File: src/rtl/apr_pkg.sv
package apr_pkg;
  localparam int APR_NSIDE    = 2;
  localparam int APR_SIDE_PRI = 0;
  localparam int APR_SIDE_SEC = 1;
  localparam int APR_PARV_W   = 128;
  localparam int APR_DPE_BIT  = 0;
  localparam int APR_SSE_BIT  = 1;

  // odd number of ones over the address phase means a parity fault
  function automatic logic apr_parity_fault(input logic [APR_PARV_W-1:0] v);
    return ^v;
  endfunction

  // claim permit: decoder hit, unless a fault is seen with response enabled
  function automatic logic apr_claim_ok(input logic hit, input logic fault,
                                        input logic per);
    return hit & ~(fault & per);
  endfunction

  // system error qualifies when both command enables are on and not masked
  function automatic logic apr_serr_ok(input logic fault, input logic serr_en,
                                       input logic per, input logic mask);
    return fault & serr_en & per & ~mask;
  endfunction

  // sticky flag update: a new set beats a simultaneous clear
  function automatic logic apr_w1c(input logic cur, input logic set,
                                   input logic clr);
    return set | (cur & ~clr);
  endfunction
endpackage

File: src/rtl/apr_addr_check.sv
module apr_addr_check
  import apr_pkg::*;
#(
  parameter int AD_W  = 32,
  parameter int CBE_W = 4
) (
  input  logic             clk,
  input  logic             rst_n,
  input  logic             frame_n,
  input  logic [AD_W-1:0]  ad,
  input  logic [CBE_W-1:0] cbe,
  input  logic             par,
  input  logic             hit,
  input  logic             claim_per,
  input  logic             serr_en,
  input  logic             serr_per,
  input  logic             serr_mask,
  output logic             addr_phase,
  output logic             par_fault,
  output logic             claim_go,
  output logic             ape_evt,
  output logic             serr_req
);
  localparam int VEC_W = AD_W + CBE_W + 1;
  localparam int PAD_W = APR_PARV_W - VEC_W;

  logic             frame_q;
  logic             pend_q;
  logic [AD_W-1:0]  ad_q;
  logic [CBE_W-1:0] cbe_q;
  logic             hit_q;
  logic [APR_PARV_W-1:0] par_vec;

  assign addr_phase = frame_q & ~frame_n;
  assign par_vec    = {{PAD_W{1'b0}}, ad_q, cbe_q, par};
  assign par_fault  = pend_q & apr_parity_fault(par_vec);

  always_ff @(posedge clk or negedge rst_n) begin
    if (!rst_n) begin
      frame_q <= 1'b1;
      pend_q  <= 1'b0;
      ad_q    <= '0;
      cbe_q   <= '0;
      hit_q   <= 1'b0;
    end else begin
      frame_q <= frame_n;
      pend_q  <= addr_phase;
      if (addr_phase) begin
        ad_q  <= ad;
        cbe_q <= cbe;
        hit_q <= hit;
      end
    end
  end

  always_ff @(posedge clk or negedge rst_n) begin
    if (!rst_n) begin
      claim_go <= 1'b0;
      ape_evt  <= 1'b0;
      serr_req <= 1'b0;
    end else begin
      claim_go <= pend_q & apr_claim_ok(hit_q, par_fault, claim_per);
      ape_evt  <= par_fault;
      serr_req <= apr_serr_ok(par_fault, serr_en, serr_per, serr_mask);
    end
  end
endmodule

File: src/rtl/apr_serr_gen.sv
module apr_serr_gen #(
  parameter int NS = 2
) (
  input  logic [NS-1:0] req,
  output logic          serr_oe,
  output logic          sse_set
);
  // requests are already registered one-clock pulses
  assign serr_oe = |req;
  assign sse_set = |req;
endmodule

File: src/rtl/apr_status_regs.sv
module apr_status_regs
  import apr_pkg::*;
#(
  parameter int NS    = 2,
  parameter int REG_W = 2
) (
  input  logic             clk,
  input  logic             rst_n,
  input  logic [NS-1:0]    dpe_set,
  input  logic             sse_set,
  input  logic             wr_en,
  input  logic             addr,
  input  logic [REG_W-1:0] wdata,
  output logic [REG_W-1:0] rdata,
  output logic [NS-1:0]    dpe_q,
  output logic             sse_q
);
  logic [NS-1:0] sel;

  for (genvar g = 0; g < NS; g++) begin : g_side
    assign sel[g] = wr_en && (addr == 1'(g));
    always_ff @(posedge clk or negedge rst_n) begin
      if (!rst_n) dpe_q[g] <= 1'b0;
      else        dpe_q[g] <= apr_w1c(dpe_q[g], dpe_set[g],
                                      sel[g] & wdata[APR_DPE_BIT]);
    end
  end

  always_ff @(posedge clk or negedge rst_n) begin
    if (!rst_n) sse_q <= 1'b0;
    else        sse_q <= apr_w1c(sse_q, sse_set,
                                 sel[APR_SIDE_PRI] & wdata[APR_SSE_BIT]);
  end

  always_comb begin
    rdata = '0;
    rdata[APR_DPE_BIT] = dpe_q[addr];
    if (addr == 1'(APR_SIDE_PRI)) rdata[APR_SSE_BIT] = sse_q;
  end
endmodule

File: src/rtl/apr_responder.sv
module apr_responder
  import apr_pkg::*;
#(
  parameter int AD_W  = 32,
  parameter int CBE_W = 4,
  parameter int REG_W = 2
) (
  input  logic             clk,
  input  logic             rst_n,
  input  logic             p_frame_n,
  input  logic [AD_W-1:0]  p_ad,
  input  logic [CBE_W-1:0] p_cbe,
  input  logic             p_par,
  input  logic             p_hit,
  input  logic             s_frame_n,
  input  logic [AD_W-1:0]  s_ad,
  input  logic [CBE_W-1:0] s_cbe,
  input  logic             s_par,
  input  logic             s_hit,
  input  logic             cmd_per,
  input  logic             cmd_serr_en,
  input  logic             brg_per,
  input  logic [1:0]       serr_mask,
  input  logic             reg_wr,
  input  logic             reg_addr,
  input  logic [REG_W-1:0] reg_wdata,
  output logic [REG_W-1:0] reg_rdata,
  output logic             p_claim,
  output logic             s_claim,
  output logic             p_ape,
  output logic             s_ape,
  output logic             serr_oe
);
  localparam int NS = APR_NSIDE;

  logic [NS-1:0]    frame_n_v, par_v, hit_v, per_v;
  logic [NS-1:0]    addr_phase_v, fault_v, claim_v, ape_v, req_v;
  logic [AD_W-1:0]  ad_v  [NS];
  logic [CBE_W-1:0] cbe_v [NS];
  logic [NS-1:0]    dpe_q;
  logic             sse_q;
  logic             sse_set;

  assign frame_n_v = {s_frame_n, p_frame_n};
  assign par_v     = {s_par, p_par};
  assign hit_v     = {s_hit, p_hit};
  assign per_v     = {brg_per, cmd_per};
  assign ad_v[APR_SIDE_PRI]  = p_ad;
  assign ad_v[APR_SIDE_SEC]  = s_ad;
  assign cbe_v[APR_SIDE_PRI] = p_cbe;
  assign cbe_v[APR_SIDE_SEC] = s_cbe;

  for (genvar g = 0; g < NS; g++) begin : g_chk
    apr_addr_check #(.AD_W(AD_W), .CBE_W(CBE_W)) u_side (
      .clk        (clk),
      .rst_n      (rst_n),
      .frame_n    (frame_n_v[g]),
      .ad         (ad_v[g]),
      .cbe        (cbe_v[g]),
      .par        (par_v[g]),
      .hit        (hit_v[g]),
      .claim_per  (per_v[g]),
      .serr_en    (cmd_serr_en),
      .serr_per   (cmd_per),
      .serr_mask  (serr_mask[g]),
      .addr_phase (addr_phase_v[g]),
      .par_fault  (fault_v[g]),
      .claim_go   (claim_v[g]),
      .ape_evt    (ape_v[g]),
      .serr_req   (req_v[g])
    );
  end

  apr_serr_gen #(.NS(NS)) u_serr (
    .req     (req_v),
    .serr_oe (serr_oe),
    .sse_set (sse_set)
  );

  apr_status_regs #(.NS(NS), .REG_W(REG_W)) u_stat (
    .clk     (clk),
    .rst_n   (rst_n),
    .dpe_set (ape_v),
    .sse_set (sse_set),
    .wr_en   (reg_wr),
    .addr    (reg_addr),
    .wdata   (reg_wdata),
    .rdata   (reg_rdata),
    .dpe_q   (dpe_q),
    .sse_q   (sse_q)
  );

  assign p_claim = claim_v[APR_SIDE_PRI];
  assign s_claim = claim_v[APR_SIDE_SEC];
  assign p_ape   = ape_v[APR_SIDE_PRI];
  assign s_ape   = ape_v[APR_SIDE_SEC];
endmodule

File: config.mk
export PLATFORM = sky130hd
export DESIGN_NAME = apr_responder
export DESIGN_NICKNAME = d
export VERILOG_FILES = /design/src/rtl/apr_pkg.sv /design/src/rtl/apr_addr_check.sv /design/src/rtl/apr_serr_gen.sv /design/src/rtl/apr_status_regs.sv /design/src/rtl/apr_responder.sv
export SDC_FILE = /design/constraint.sdc
export NUM_CORES = 1
export LEC_CHECK = 0
export BUFFER_PORTS_ARGS = -buffer_cell sky130_fd_sc_hd__buf_2
export CAP_MARGIN = 30
export CORE_AREA = 10 10 111 93
export DETAILED_ROUTE_END_ITERATION = 16
export DIE_AREA = 0 0 121 103
export PLACE_DENSITY = 0.75
export SETUP_SLACK_MARGIN = 0.1
export SLEW_MARGIN = 10
export SYNTH_ARGS = -nofsm -noshare
export SYNTH_HDL_FRONTEND = slang
export SYNTH_SLANG_ARGS = --single-unit
File: constraint.sdc
create_clock -name clk -period 1.65 [get_ports clk]
set_input_delay 0.165 -clock clk [delete_from_list [all_inputs] [get_ports clk]]
set_output_delay 0.165 -clock clk [all_outputs]
set_load 0.02 [all_outputs]
==> run metrics <==
vias in the first global route 2,605; dpl ws -0.143 ns; Worst Skew 0.00705 ns; multiplexer area fraction after synthesis 22.1%; ys flop type dfrtp_1; Worst slew margin 70.0%; first-pass GRT wire length 12.3 mm; WL/cell 15.2 um; CTS tree built; RSZ-0062 raised after global routing yes; crit path kind flip-flop to flip-flop; die width 121 um; Post-Route WL 7.43 mm; Area Growth Syn to Fin 27.4%; Finished Core Util 59.3%; CTS Sinks 87; P per Cell Area 1480 nW/um^2; Avg Synthesized Cell Area 14.6 sq um; Die Span Y 103 um; Layout Nets 460; Gate Count Post-Synth 262; gr usage total 12.5%; syn nets 351; clk buf depth 2; num rows 30; Psw 0.00211 W; Max Clk Rate 550 MHz; Synth Area in XOR/XNOR 16.8%; # IOs 96; initial antenna violation count 0; worst vdd ir 0.000729 V; Yosys reg bits 87; synth cell count leaders dfrtp_1, mux2_2, xnor2_1; port buffer count 95; post-synthesis simple-gate area fraction 2.45%; fin crit period 1.82 ns; synth unique cells 21; failing checks negative setup slack; core area 8220 sq um; via-per-instance ratio 4.67; leakage 2.20 nW; Post-synth EDFFs 0; proportion of synthesized chip area in sequential cells 57.0%; # setup viols final 6; final hold viol count 0; largest family of logic cells by synthesized area multiplexers; Pint 0.00512 W; H-tree depth 3; routability cong. 0.734; Sw Ratio 29.2%; top-count cell post-synth dfrtp_1; Synth Area in Compound Gates 0.786%; ANT cells 0; GRT overflow 0; layout cell share with drive strength beyond 1 54.5%; Yosys top cell area share 55.6%; Critical Path Start Type flip-flop; worst slew pin tran 0.450 ns; cts bufs inserted 9; fraction of the mapped netlist area in adder cells 0%; maxcap violations 0; DRC viols 0; Post-synth ARST share 100%; die area 12,500 sq um; Pre-Repair DR Iteration Count 3; hpwl dp 5.71 mm; Post-Syn Area 3820 sq um; starting density of the core 46.5%; WP data required 1.89 ns; routed via count 2,280; Comb power frac 38.3%; DRT antenna net count 0; Synth area leaders dfrtp_1, mux2_2, xnor2_1; Clk Latency, worst-skew pair 0.35 ns; design area 4870 sq um; period utilisation layout 110%; largest net degree at the start of global routing 39; 1st-iter DRT viols 75; sequential power share 37.3%; WP data arrival 2.06 ns; Clock power frac 24.4%; Worst Hold Class input pin to flip-flop; clk root buf clkbuf_8; outcome finished with violations; CP Capture Type flip-flop; dpl cell area 4520 sq um; fin. max-slew vios 0; Final WS setup -0.170 ns; clock-pin slew of the registers on the worst-case setup and hold paths 0.09 ns; critical path peak fanout 3; cell taking the most area after synthesis dfrtp_1; Synth Warn # 0
layout by cell type (no fill, tap or decap), drive strengths merged, types with 3 or more instances in the layout:
master | Yosys | final
buf | 6 | 101
dfrtp | 85 | 85
mux2 | 75 | 75
xnor2 | 58 | 58
xor2 | 10 | 10
clkbuf | 2 | 9
dlygate4sd3 | 0 | 5
nand2 | 4 | 4
bufinv | 0 | 3
nor2b | 3 | 3
through the flow:
step | hold slack, ns | TNS, ns | cells | total power, W
global placement | 0.140 | -0.672 | 466 | 0.00514
finish | 0.0412 | -0.720 | 488 | 0.00723
floorplan | -0.131 | -0.0471 | 262 | 0.00466
CTS | 0.0204 | -0.653 | 487 | 0.00724
detailed placement | 0.147 | -0.730 | 466 | 0.00520
global route | 0.0228 | -1.14 | 488 | 0.00766
kinds of logic after synthesis:
logic type,count (synthesis)
mux,75
compound gates,5
xor+xnor,70
simple gates,17
buf+inv,8
flops,87
critical path, stage by stage, from the launching register on:
cell	delay, ns
dfrtp_1	0.40
xor2_1	0.18
xnor2_1	0.14
xnor2_1	0.21
xnor3_1	0.48
xnor2_2	0.16
and3_1	0.16
worst paths after layout:
path	start	end	slack, ns	cells after the start
worst max-delay path	g_chk[0].u_side.ad_q[15]	g_chk[0].u_side.serr_req	-0.17	6
worst min register to register	g_chk[1].u_side.ape_evt	u_stat.dpe_q[1]	0.47	1
min in group asynchronous	rst_n	g_chk[0].u_side.ad_q[23]	0.31	2
worst min-delay path	s_ad[3]	g_chk[1].u_side.ad_q[3]	0.04	2
max in group asynchronous	rst_n	g_chk[1].u_side.frame_q	0.76	3
worst max register to register	g_chk[0].u_side.ad_q[15]	g_chk[0].u_side.serr_req	-0.17	6
state kept, by name, summed over array words and instances (netlist names):
| signal | flops |
|---|---|
| g_chk.u_side.cbe_q | 8 |
| u_stat.dpe_q | 2 |
| g_chk.u_side.hit_q | 2 |
| g_chk.u_side.frame_q | 2 |
| g_chk.u_side.serr_req | 2 |
| g_chk.u_side.ape_evt | 2 |
| g_chk.u_side.ad_q | 64 |
| u_stat.sse_q | 1 |
| g_chk.u_side.pend_q | 2 |
| g_chk.u_side.claim_go | 2 |
power by group through the flow:
stage | clock network [W] | logic, W | registers, W
floorplan | 0 | 0.00193 | 0.00273
global placement | 0 | 0.00242 | 0.00272
detailed placement | 0 | 0.00246 | 0.00274
CTS | 0.00182 | 0.00272 | 0.00270
global route | 0.00191 | 0.00299 | 0.00275
finish | 0.00176 | 0.00277 | 0.00270
area by class of cell:
class,count,area [sq um]
Timing Repair Buffer,106,636
Multi-Input combinational cell,167,1670
Fill cell,673,3350
Tap cell,112,140
Sequential cell,87,2180
Clock buffer,9,124
Clock inverter,7,120
per-layer routing:
metal	track usage (%)	routed length, um	vias to the layer above
met3	3.67	377	8
li1	-	-	1099
met5	0	0	-
met1	13.8	2980	1127
met4	4.72	83	0
met2	22.6	3980	46
what timing repair did:
action / 4_1_cts / 5_1_grt
resized for setup: 3 / 3
gates cloned: 0 / 0
hold buffers: 5 / 0
setup endpoints to repair: 6 / 6
endpoints found under the hold margin: 34 / 0
pin swaps: 6 / 4
buffers inserted: 0 / 1
No activity file was read; power rests on OpenSTA's default activity.
